$ cat src/rtl/byte_word_mover.sv
module byte_word_mover #(
  parameter int DEPTH = 16,
  parameter int LEN_W = 16
) (
  input  logic              clk,
  input  logic              rst_n,
  input  logic              ctrl_we,
  input  logic [3:0]        ctrl_wdata,
  input  logic              len_we,
  input  logic [LEN_W-1:0]  len_wdata,
  input  logic              clr_we,
  input  logic [1:0]        clr_mask,
  input  logic              host_push,
  input  logic [31:0]       host_wdata,
  input  logic              host_pop,
  output logic [31:0]       host_rdata,
  input  logic              card_rdy,
  input  logic [7:0]        card_rx_byte,
  output logic              card_rx_take,
  output logic              card_tx_valid,
  output logic [7:0]        card_tx_byte,
  output logic [3:0]        ctrl_q,
  output logic [LEN_W-1:0]  byte_cnt,
  output logic [$clog2(DEPTH):0] fifo_level,
  output logic [21:0]       flags
);
  localparam int AW    = $clog2(DEPTH);
  localparam int LVL_W = AW + 1;
  localparam logic [LVL_W-1:0] FULL_LVL = LVL_W'(DEPTH);
  localparam logic [LVL_W-1:0] HALF_LVL = LVL_W'(DEPTH / 2);

  logic [31:0]      mem [DEPTH];
  logic [AW-1:0]    rd_ptr;
  logic [LEN_W-1:0] len_q;
  logic [31:0]      pack_q;
  logic [1:0]       lane;
  logic [23:0]      tx_sh;
  logic [1:0]       tx_left;
  logic             dend_q, bend_q;

  logic en, rd_dir, full, empty, cnt_nz;
  assign en     = ctrl_q[0];
  assign rd_dir = ctrl_q[1];
  assign full   = fifo_level == FULL_LVL;
  assign empty  = fifo_level == '0;
  assign cnt_nz = byte_cnt != '0;

  logic [31:0] head, pack_word;
  assign head      = mem[rd_ptr];
  assign pack_word = pack_q | ({24'b0, card_rx_byte} << {lane, 3'b000});

  assign card_rx_take  = en && rd_dir && cnt_nz && card_rdy && !full && !ctrl_we;
  assign card_tx_valid = en && !rd_dir && cnt_nz && (tx_left != 2'd0 || !empty) && !ctrl_we;
  assign card_tx_byte  = (tx_left != 2'd0) ? tx_sh[7:0] : head[7:0];

  logic eng_push, eng_pop, h_push, h_pop, do_push, do_pop;
  assign eng_push = card_rx_take && (lane == 2'd3 || byte_cnt == LEN_W'(1));
  assign eng_pop  = card_tx_valid && tx_left == 2'd0;
  assign h_push   = host_push && !rd_dir && cnt_nz && !full && !ctrl_we;
  assign h_pop    = host_pop && rd_dir && !empty;
  assign do_push  = eng_push || h_push;
  assign do_pop   = eng_pop || h_pop;

  assign host_rdata = (rd_dir && !empty) ? head : 32'd0;

  logic [AW-1:0] wr_idx;
  assign wr_idx = rd_ptr + fifo_level[AW-1:0];

  always_ff @(posedge clk) begin
    if (do_push) mem[wr_idx] <= eng_push ? pack_word : host_wdata;
  end

  always_ff @(posedge clk or negedge rst_n) begin
    if (!rst_n) begin
      rd_ptr     <= '0;
      fifo_level <= '0;
    end else begin
      if (do_pop) rd_ptr <= rd_ptr + 1'b1;
      if (do_push && !do_pop)      fifo_level <= fifo_level + 1'b1;
      else if (do_pop && !do_push) fifo_level <= fifo_level - 1'b1;
    end
  end

  logic finish;
  assign finish = en && !cnt_nz && !ctrl_we;

  always_ff @(posedge clk or negedge rst_n) begin
    if (!rst_n) begin
      ctrl_q   <= '0;
      len_q    <= '0;
      byte_cnt <= '0;
      pack_q   <= '0;
      lane     <= '0;
      tx_sh    <= '0;
      tx_left  <= '0;
    end else begin
      if (len_we) len_q <= len_wdata;
      if (ctrl_we) begin
        ctrl_q  <= ctrl_wdata;
        if (ctrl_wdata[0]) byte_cnt <= len_q;
        pack_q  <= '0;
        lane    <= '0;
        tx_left <= '0;
      end else begin
        if (finish && empty) ctrl_q[0] <= 1'b0;
        if (card_rx_take || card_tx_valid) byte_cnt <= byte_cnt - 1'b1;
        if (card_rx_take) begin
          if (eng_push) begin
            pack_q <= '0;
            lane   <= '0;
          end else begin
            pack_q <= pack_word;
            lane   <= lane + 1'b1;
          end
        end
        if (card_tx_valid) begin
          if (eng_pop) begin
            tx_sh   <= head[31:8];
            tx_left <= 2'd3;
          end else begin
            tx_sh   <= tx_sh >> 8;
            tx_left <= tx_left - 1'b1;
          end
        end
      end
    end
  end

  always_ff @(posedge clk or negedge rst_n) begin
    if (!rst_n) begin
      dend_q <= 1'b0;
      bend_q <= 1'b0;
    end else begin
      if (finish) begin
        dend_q <= 1'b1;
        bend_q <= 1'b1;
      end else if (clr_we) begin
        if (clr_mask[0]) dend_q <= 1'b0;
        if (clr_mask[1]) bend_q <= 1'b0;
      end
    end
  end

  logic rx_on, tx_on;
  assign rx_on = en && rd_dir;
  assign tx_on = en && !rd_dir;

  assign flags[7:0] = '0;
  assign flags[8]   = dend_q;
  assign flags[9]   = 1'b0;
  assign flags[10]  = bend_q;
  assign flags[11]  = 1'b0;
  assign flags[12]  = tx_on;
  assign flags[13]  = rx_on;
  assign flags[14]  = tx_on && fifo_level <= HALF_LVL;
  assign flags[15]  = rx_on && fifo_level >= HALF_LVL;
  assign flags[16]  = tx_on && full;
  assign flags[17]  = rx_on && full;
  assign flags[18]  = tx_on && empty;
  assign flags[19]  = rx_on && empty;
  assign flags[20]  = tx_on && !empty;
  assign flags[21]  = rx_on && !empty;


  level_bound_chk: assert property (@(posedge clk) disable iff (!rst_n)
    fifo_level <= FULL_LVL);


  level_still_chk: assert property (@(posedge clk) disable iff (!rst_n)
    (!do_push && !do_pop) |=> fifo_level == $past(fifo_level));


  cnt_step_chk: assert property (@(posedge clk) disable iff (!rst_n)
    (card_rx_take || card_tx_valid) |=> byte_cnt == $past(byte_cnt) - 1'b1);


  en_drop_chk: assert property (@(posedge clk) disable iff (!rst_n)
    (en && !cnt_nz && empty && !ctrl_we) |=> !ctrl_q[0]);


  end_set_chk: assert property (@(posedge clk) disable iff (!rst_n)
    finish |=> (flags[8] && flags[10]));
endmodule

$ cat config.mk
export PLATFORM = sky130hd
export DESIGN_NAME = byte_word_mover
export DESIGN_NICKNAME = d
export VERILOG_FILES = /design/src/rtl/byte_word_mover.sv
export SDC_FILE = /design/constraint.sdc
export NUM_CORES = 1
export LEC_CHECK = 0
export ABC_AREA = 0
export BUFFER_PORTS_ARGS = -buffer_cell sky130_fd_sc_hd__buf_2
export CAP_MARGIN = 20
export CORE_MARGIN = 2
export CORE_UTILIZATION = 49
export DETAILED_ROUTE_END_ITERATION = 16
export GPL_TIMING_DRIVEN = 0
export PLACE_DENSITY = 0.79
export SLEW_MARGIN = 20
export SYNTH_ARGS = -nofsm -noshare
export SYNTH_HDL_FRONTEND = slang
export SYNTH_SLANG_ARGS = --single-unit
$ cat constraint.sdc
create_clock -name clk -period 14.55 [get_ports clk]
set_clock_uncertainty 0.1 [all_clocks]
set_input_delay 0.7275 -clock clk [delete_from_list [all_inputs] [get_ports clk]]
set_output_delay 0.7275 -clock clk [all_outputs]
set_load 0.005 [all_outputs]
==> flow_metrics.py, run 1 <==
metrics = {
    "status": {
        "outcome": "finished clean",
    },
    "route": {
        "drt_iter0_drc": 2083,
        "vias_per_cell": 6.19,
        "drc_errors": 0,
        "ant_nets": 0,
        "vias": 15704,
        "detail_route.wirelength_um": 67300,
        "wl_per_cell_um": 26.5,
        "dr.pass1.iters": 5,
    },
    "logic_synthesis": {
        "synthTopCellsByArea": "edfxtp_1 (60%), mux4_2 (11%), dfrtp_1 (10%), a21oi_1 (2.1%), a22o_1 (1.4%)",
        "synth_edf_count": 512,
        "synthCells": 1501,
        "yosysWarnings": 0,
        "synth_area_leader_cell": "edfxtp_1",
        "synth_xor_xnor_area_share": 0.00441,
        "ys_async_sr_fraction": 0.173,
        "synth_top_area_share": 0.596,
        "yosysUniqueCellTypes": 71,
        "synth_compound_area_frac": 0.0724,
        "synthSimpleGateAreaFrac": 0.0580,
        "synth_top_family_by_area": "multiplexers",
        "synth_adder_area_share": 0.00737,
        "yosysSeqAreaShare": 0.699,
        "muxShareOfSynthArea": 0.131,
        "synth-main-ff-cell": "edfxtp_1",
        "synth_seq_cells": 619,
        "syn_avg_cell_area_um2": 17.2,
        "syn_area_um2": 25800,
    },
    "setup_path": {
        "crit_chain": "clkbuf_1 -> clkbuf_1 -> buf_2 -> mux4_2 -> a221oi_1 -> nor2_1 -> buf_2",
        "cp.required_ns": 13.72,
        "r2r_slack_ns": 10.37,
        "worstPathArrival_ns": 4.32,
        "setup.worst_path.start_class": "flip-flop",
        "r2r_cells": 15,
        "crit_slowest_cell": "a221oi_1",
        "r2r-start": "byte_cnt[1]",
        "endpoint_kind": "primary output",
        "worst-path-max-fanout": 10,
        "rr_endpoint": "fifo_level[4]",
        "criticalPathCategory": "flip-flop to primary output",
        "slowest_delay_ns": 0.88,
    },
    "cts": {
        "post_cts_buffers": 0,
        "cts_tree": "done",
        "clk_latency_ns": 0.64,
        "clk_pin_slew_worst_paths_ns": 0.06,
        "numCtsBuffers": 58,
        "cts_root_buf": "clkbuf_16",
        "clk_path_buf_depth": 3,
        "htreeDepth": 2,
        "cts_sinks": 619,
    },
    "final_layout": {
        "final_common_cell": "edfxtp_1",
        "drive_gt1_frac": 0.332,
        "fillers": 3851,
        "final_cell_mix": "edfxtp_1 (512), buf_2 (196), mux4_2 (128), dfrtp_1 (107), nor2_1 (78)",
        "diodes": 0,
        "fin_area_um2": 30100,
        "nNetsFinal": 1885,
        "syn_to_final_growth_pct": 16.6,
        "final-instance-count-excl-fill": 2537,
    },
    "worst_hold_path": {
        "hold_end": "len_q[1]",
        "hold_path_depth": 3,
        "min_path_type": "input pin to flip-flop",
        "hp-start": "len_wdata[1]",
    },
    "placement": {
        "dp_hpwl_um": 46700,
        "post_dp_cell_area_um2": 28100,
        "io_buffer_count": 138,
        "dp.cells": 2424,
        "place_congestion": 0.881,
        "pre_cts_slack_ns": 10.25,
    },
    "timing": {
        "worstMarginPinSlew_ns": 1.09,
        "hold_viol_final": 0,
        "setup-violations-final": 0,
        "fmax_mhz": 194,
        "slew_headroom": 0.273,
        "setup_slack_ns": 9.40,
        "fin_crit_sh": 0.354,
        "timing.setup.tns_ns": 0,
        "drv_slew": 0,
        "rsz0062_at_grt": "false",
        "layout_min_cycle_time_ns": 5.15,
    },
    "floorplan": {
        "die_x_um": 234,
        "start_util": 0.493,
        "die_y_um": 234,
        "core.rowCount": 84,
        "ios": 159,
        "die_area_um2": 54500,
        "coreArea_um2": 52300,
    },
    "global_route": {
        "grt_max_degree": 60,
        "grt_overflow": 0,
        "first_global_vias": 15852,
        "antenna_found_initial": 5,
        "grt_pass1_wl_um": 99700,
        "grt_usage": 0.251,
    },
    "flow_run": {
        "drv_cap": 0,
    },
    "pwr": {
        "leakagePower_uw": 0.0107,
        "peakVddDrop_mv": 0.101,
        "power.total_uw": 5420,
        "p_per_area_nw_per_um2": 180,
    },
}
[layer usage]
layer / part of all wire / vias to the layer above / global-route usage
met5: 0.00073 / - / 0
met4: 0.033 / 8 / 0.0817
met3: 0.11 / 161 / 0.0675
met2: 0.48 / 982 / 0.408
met1: 0.38 / 7969 / 0.330
li1: - / 6584 / -
[Yosys cell counts (14+ instances only)]
library cell,count
nand3b_1,17
nor3_1,18
buf_1,19
a21oi_1,107
inv_1,18
edfxtp_1,512
a41oi_1,32
buf_4,14
nand2_1,68
a22o_1,40
o21ai_0,18
nor2_1,78
buf_2,21
nor3_2,31
dfrtp_1,107
mux2i_1,20
clkbuf_1,59
mux4_2,128
mux2_2,27
[cell families after synthesis]
| family | count (synthesis) |
|---|---|
| XOR/XNOR | 13 |
| AO/OA/AOI/OAI | 268 |
| buffers and inverters | 143 |
| AND/OR/NAND/NOR | 268 |
| multiplexers | 175 |
| flip-flops | 619 |
| other | 1 |
| adder cells (fa/ha/maj) | 14 |
[power by group]
group	internal, uW	switching, uW	leakage, uW
clock network	816	662	0.000897
logic	707	1040	0.00380
registers	2100	97.7	0.00597
total	3620	1800	0.0107
[sequential cells by signal, summed over array words and instances, names as in the netlist]
register,count
mem,512
pack_q,32
tx_sh,24
byte_cnt,16
len_q,16
fifo_level,5
ctrl_q,4
rd_ptr,4
lane,2
tx_left,2
bend_q,1
dend_q,1
[worst max path at each step]
stage | start | endpoint | slack, ns
after global placement | byte_cnt[1] | mem[2][17] | 5.42
after detailed placement | rd_ptr[0] | host_rdata[24] | 10.25
after floorplan | byte_cnt[1] | mem[10][0] | 8.87
after CTS | rd_ptr[0] | host_rdata[26] | 9.50
after global routing | rd_ptr[0] | host_rdata[26] | 9.36
final | rd_ptr[0] | host_rdata[26] | 9.40
[cell type report]
| cell class | count | area [um2] | area share |
|---|---|---|---|
| tap | 688 | 861 | 0.0286 |
| timing repair buffer | 231 | 1350 | 0.0448 |
| clock inverter | 40 | 305 | 0.0101 |
| multi-input combinational | 748 | 7300 | 0.243 |
| inverter | 20 | 77.6 | 0.00258 |
| sequential | 619 | 18100 | 0.600 |
| buffer | 123 | 624 | 0.0207 |
| clock buffer | 68 | 1520 | 0.0505 |
[metrics by stage]
step | hold WS [ns] | utilization
floorplan | 0.332 | -
global placement | 0.362 | 0.523
detailed placement | 0.371 | 0.538
CTS | 0.203 | 0.573
global route | 0.220 | 0.575
finish | 0.225 | 0.575
[worst max-delay path: cells and delay by family, from the launching register on]
kind	cells	cell delay [ns]
buf+inv	4	1.55
compound gates	1	0.88
mux	1	0.61
flops	1	0.39
simple gates	1	0.25
[repair_timing]
item | in CTS | in global routing
hold endpoints to repair | 48 | 0
endpoints found under the setup margin | 0 | 0
hold buffers | 1 | 0
gates resized for setup | 0 | 0
Power figures use the tool's default switching activity.
==> run 2: changes to the inputs <==
==> constraint.sdc (replaced) <==
create_clock -name clk -period 5.1 [get_ports clk]
set_clock_uncertainty 0.1 [all_clocks]
set_input_delay 0.255 -clock clk [delete_from_list [all_inputs] [get_ports clk]]
set_output_delay 0.255 -clock clk [all_outputs]
set_load 0.005 [all_outputs]
==> flow_metrics.py, run 2 (same netlist as run 1, synthesis figures left out) <==
metrics = {
    "cts": {
        "numCtsBuffers": 58,
        "cts_root_buf": "clkbuf_16",
        "clk_pin_slew_worst_paths_ns": 0.06,
        "clk_path_buf_depth": 3,
        "cts_tree": "done",
        "cts-resized-gates": 0,
        "clk_latency_ns": 0.64,
        "htreeDepth": 2,
        "cts_hold_buf": 26,
        "post_cts_buffers": 0,
        "cts_sinks": 619,
    },
    "timing": {
        "drv_slew": 0,
        "slew_headroom": 0.262,
        "fmax_mhz": 214,
        "setup-violations-final": 0,
        "worstMarginPinSlew_ns": 1.11,
        "rsz0062_at_grt": "false",
        "hold_viol_final": 0,
        "fin_crit_sh": 0.918,
        "fin_worst_hold_slack_ns": 0.0343,
        "layout_min_cycle_time_ns": 4.68,
    },
    "route": {
        "ant_nets": 0,
        "vias": 15862,
        "drc_errors": 0,
        "vias_per_cell": 6.19,
        "wl_per_cell_um": 26.4,
        "drt_iter0_drc": 2025,
        "detail_route.wirelength_um": 67600,
        "dr.pass1.iters": 5,
    },
    "flow_run": {
        "drv_cap": 0,
    },
    "pwr": {
        "leakagePower_uw": 0.0108,
        "peakVddDrop_mv": 0.287,
        "power.total_uw": 15500,
        "p_per_area_nw_per_um2": 510,
    },
    "final_layout": {
        "final_common_cell": "edfxtp_1",
        "syn_to_final_growth_pct": 17.5,
        "fillers": 3822,
        "drive_gt1_frac": 0.328,
        "final_cell_mix": "edfxtp_1 (512), buf_2 (196), mux4_2 (128), dfrtp_1 (107), nor2_1 (78)",
        "largest_reg_flops": 512,
        "diodes": 0,
        "multi_input_area_um2": 7300,
        "fin_area_um2": 30300,
        "regArea_um2": 18100,
        "reg.largest.list": "mem x512, pack_q x32, tx_sh x24",
        "largest_register": "mem",
        "nNetsFinal": 1910,
    },
    "setup_path": {
        "slowest_delay_ns": 0.87,
        "crit_chain": "clkbuf_1 -> clkbuf_1 -> buf_2 -> mux4_2 -> a221oi_1 -> nor2_1 -> buf_2",
        "crit_slowest_cell": "a221oi_1",
        "worst-path-max-fanout": 10,
        "cp_top_family": "buffers and inverters",
        "cp.required_ns": 4.74,
        "worst-path-buf-inv": 4,
        "criticalPathCategory": "flip-flop to primary output",
        "worstPathArrival_ns": 4.33,
        "setup.worst_path.start_class": "flip-flop",
        "endpoint_kind": "primary output",
    },
    "floorplan": {
        "die_y_um": 234,
        "die_x_um": 234,
        "core.rowCount": 84,
        "die_area_um2": 54500,
        "ios": 159,
        "start_util": 0.493,
        "coreArea_um2": 52300,
    },
    "placement": {
        "place_congestion": 0.881,
        "io_buffer_count": 138,
        "post_dp_cell_area_um2": 28100,
        "dp_hpwl_um": 46700,
    },
    "global_route": {
        "grt_pass1_wl_um": 100000,
        "grt_usage": 0.252,
        "grt_max_degree": 60,
        "first_global_vias": 15996,
        "grt_overflow": 0,
        "antenna_found_initial": 5,
    },
    "worst_hold_path": {
        "min_path_type": "input pin to asynchronous set/reset pin",
    },
    "status": {
        "outcome": "finished clean",
    },
}
[run 2: layout make-up]
type	instances	share of cell area
sequential	619	0.595
multi-input combinational	748	0.241
timing repair buffer	256	0.0527
clock buffer	68	0.0501
tap	688	0.0284
buffer	123	0.0206
clock inverter	40	0.0101
inverter	20	0.00256
[run 2: path summary, 6_finish.rpt]
| check | slack (ns) | start | cells after the start | endpoint |
|---|---|---|---|---|
| min reg2reg | 0.39 | dend_q | 2 | dend_q |
| max reg2reg | 0.91 | byte_cnt[1] | 15 | fifo_level[4] |
| max | 0.42 | rd_ptr[0] | 7 | host_rdata[26] |
| min in group clk | 0.06 | len_we | 2 | len_q[3] |
| min | 0.03 | rst_n | 2 | ctrl_q[2] |
| max in group asynchronous | 4.17 | rst_n | 3 | tx_sh[23] |
[run 2: layer usage]
layer  global-route usage  up-vias  routed length [um]
li1                     -     6629                   -
met1                0.330     8060               25300
met2                0.412     1009               32700
met3               0.0674      156                7360
met4               0.0813        8                2230
met5                    0        -                  49
[run 2: where the power goes]
part | switching (uW) | internal, uW | leakage [uW] | total, uW
Sequential | 278 | 5990 | 0.00597 | 6270
Combinational | 2970 | 2030 | 0.00391 | 4990
Clock | 1890 | 2330 | 0.000897 | 4210
[run 2: stage by stage]
stage	util	worst slack (ns)	cells	TNS (ns)
after floorplan	-	-0.580	1510	-116.99
after global placement	0.523	-4.03	2336	-1513.05
after detailed placement	0.538	0.977	2424	0
after CTS	0.578	0.521	2558	0
after global routing	0.580	0.383	2562	0
final	0.580	0.419	2562	0
==> run 3: changes to the inputs <==
--- a/config.mk
+++ b/config.mk
@@ -13,6 +13,7 @@
 export DETAILED_ROUTE_END_ITERATION = 16
 export GPL_TIMING_DRIVEN = 0
 export PLACE_DENSITY = 0.79
+export SETUP_SLACK_MARGIN = 0.5
 export SLEW_MARGIN = 20
 export SYNTH_ARGS = -nofsm -noshare
 export SYNTH_HDL_FRONTEND = slang
==> flow_metrics.py, run 3 (same netlist as run 1, synthesis figures left out) <==
metrics = {
    "floorplan": {
        "die_y_um": 234,
        "coreArea_um2": 52300,
        "ios": 159,
        "die_x_um": 234,
        "die_area_um2": 54500,
        "start_util": 0.493,
        "core.rowCount": 84,
    },
    "pwr": {
        "p_per_area_nw_per_um2": 511,
        "peakVddDrop_mv": 0.285,
        "leakagePower_uw": 0.0108,
    },
    "setup_path": {
        "crit_slowest_cell": "a221oi_1",
        "crit_chain": "clkbuf_1 -> clkbuf_1 -> buf_2 -> mux4_2 -> a221oi_1 -> nor2_1 -> buf_2",
        "setup.worst_path.start_class": "flip-flop",
        "endpoint_kind": "primary output",
        "r2r_slack_ns": 0.91,
        "cp.required_ns": 4.74,
        "slowest_delay_ns": 0.82,
        "criticalPathCategory": "flip-flop to primary output",
        "worst-path-max-fanout": 10,
        "worstPathArrival_ns": 4.07,
    },
    "cts": {
        "numCtsBuffers": 58,
        "clk_pin_slew_worst_paths_ns": 0.07,
        "clk_path_buf_depth": 3,
        "post_cts_buffers": 0,
        "htreeDepth": 2,
        "cts_tree": "done",
        "cts_sinks": 619,
        "clk_latency_ns": 0.62,
        "cts_root_buf": "clkbuf_16",
    },
    "timing": {
        "layout_min_cycle_time_ns": 4.42,
        "worstMarginPinSlew_ns": 1.09,
        "slew_headroom": 0.271,
        "drv_slew": 0,
        "hold_viol_final": 0,
        "setup_slack_ns": 0.678,
        "rsz0062_at_grt": "false",
        "fmax_mhz": 226,
        "fin_crit_sh": 0.867,
        "setup-violations-final": 0,
    },
    "status": {
        "outcome": "finished clean",
    },
    "final_layout": {
        "post-route-util": 0.580,
        "final_common_cell": "edfxtp_1",
        "largest_register": "mem",
        "final_cell_mix": "edfxtp_1 (512), buf_2 (196), mux4_2 (128), dfrtp_1 (107), nor2_1 (78)",
        "fin_area_um2": 30400,
        "drive_gt1_frac": 0.330,
        "syn_to_final_growth_pct": 17.6,
        "diodes": 0,
        "final-instance-count-excl-fill": 2562,
        "reg.largest.list": "mem x512, pack_q x32, tx_sh x24",
        "nNetsFinal": 1910,
        "largest_reg_flops": 512,
    },
    "placement": {
        "post_dp_cell_area_um2": 28100,
        "dp.cells": 2424,
        "io_buffer_count": 138,
        "place_congestion": 0.881,
        "pre_cts_slack_ns": 0.977,
        "dp_hpwl_um": 46700,
    },
    "global_route": {
        "grt_max_degree": 60,
        "grt_pass1_wl_um": 100000,
        "grt_overflow": 0,
        "grt_usage": 0.252,
        "antenna_found_initial": 3,
        "first_global_vias": 15996,
    },
    "route": {
        "vias": 15802,
        "ant_nets": 0,
        "detail_route.wirelength_um": 67700,
        "wl_per_cell_um": 26.4,
        "dr.pass1.iters": 5,
        "drt_iter0_drc": 1872,
        "drc_errors": 0,
        "vias_per_cell": 6.17,
    },
    "worst_hold_path": {
        "min_path_type": "input pin to asynchronous set/reset pin",
    },
    "flow_run": {
        "drv_cap": 0,
    },
}
-- run 3: changes by cell type in the layout (fill, tap and decap cells not counted) --
cell,before,now
a221oi_1,8,4
a221oi_2,0,4
-- run 3: final timing paths --
| kind | from | to | cells after the start |
|---|---|---|---|
| max | rd_ptr[0] | host_rdata[30] | 7 |
| min | rst_n | ctrl_q[2] | 2 |
| max reg2reg | byte_cnt[1] | fifo_level[4] | 15 |
| min reg2reg | dend_q | dend_q | 2 |
| max in group asynchronous | rst_n | tx_sh[19] | 3 |
| min in group clk | len_we | len_q[3] | 2 |
-- run 3: power breakdown --
part	switching [uW]	internal (uW)	leakage, uW	total [uW]
combinational	2980	2040	0.00392	5020
clock	1890	2330	0.000897	4220
sequential	279	5990	0.00597	6270
-- run 3: final cells by class --
| class | count | area, um2 |
|---|---|---|
| Fill cell | 3819 | 22000 |
| Sequential cell | 619 | 18100 |
| Inverter | 20 | 77.6 |
| Clock buffer | 68 | 1520 |
| Multi-Input combinational cell | 748 | 7330 |
| Tap cell | 688 | 861 |
| Timing Repair Buffer | 256 | 1600 |
| Clock inverter | 40 | 305 |
| Buffer | 123 | 624 |
-- run 3: critical path: cells and delay by family (launching register included) --
family | cells | cell delay (ns)
buffers and inverters | 4 | 1.52
AO/OA/AOI/OAI | 1 | 0.82
multiplexers | 1 | 0.55
flip-flops | 1 | 0.39
AND/OR/NAND/NOR | 1 | 0.17
-- run 3: what timing repair did --
action,4_1_cts,5_1_grt
setup endpoints to repair,0,4
resized for setup,0,4
hold buffers,26,0
hold endpoints to repair,131,0
-- run 3: metrics by stage --
step	hold WS (ns)	power, uW	setup TNS (ns)
2_1_floorplan	-0.141	9390	-116.99
3_3_place_gp	0.362	10900	-1513.05
3_5_place_dp	0.130	11200	0
4_1_cts	0.0326	15500	0
5_1_grt	0.0749	16100	0
6_report	0.0336	15500	0
-- run 3: routing by layer --
metal	global-route usage	part of all wire	up-vias
li1	-	-	6631
met1	0.330	0.38	8022
met2	0.412	0.49	999
met3	0.0674	0.11	146
met4	0.0813	0.029	4
met5	0	0.00038	-
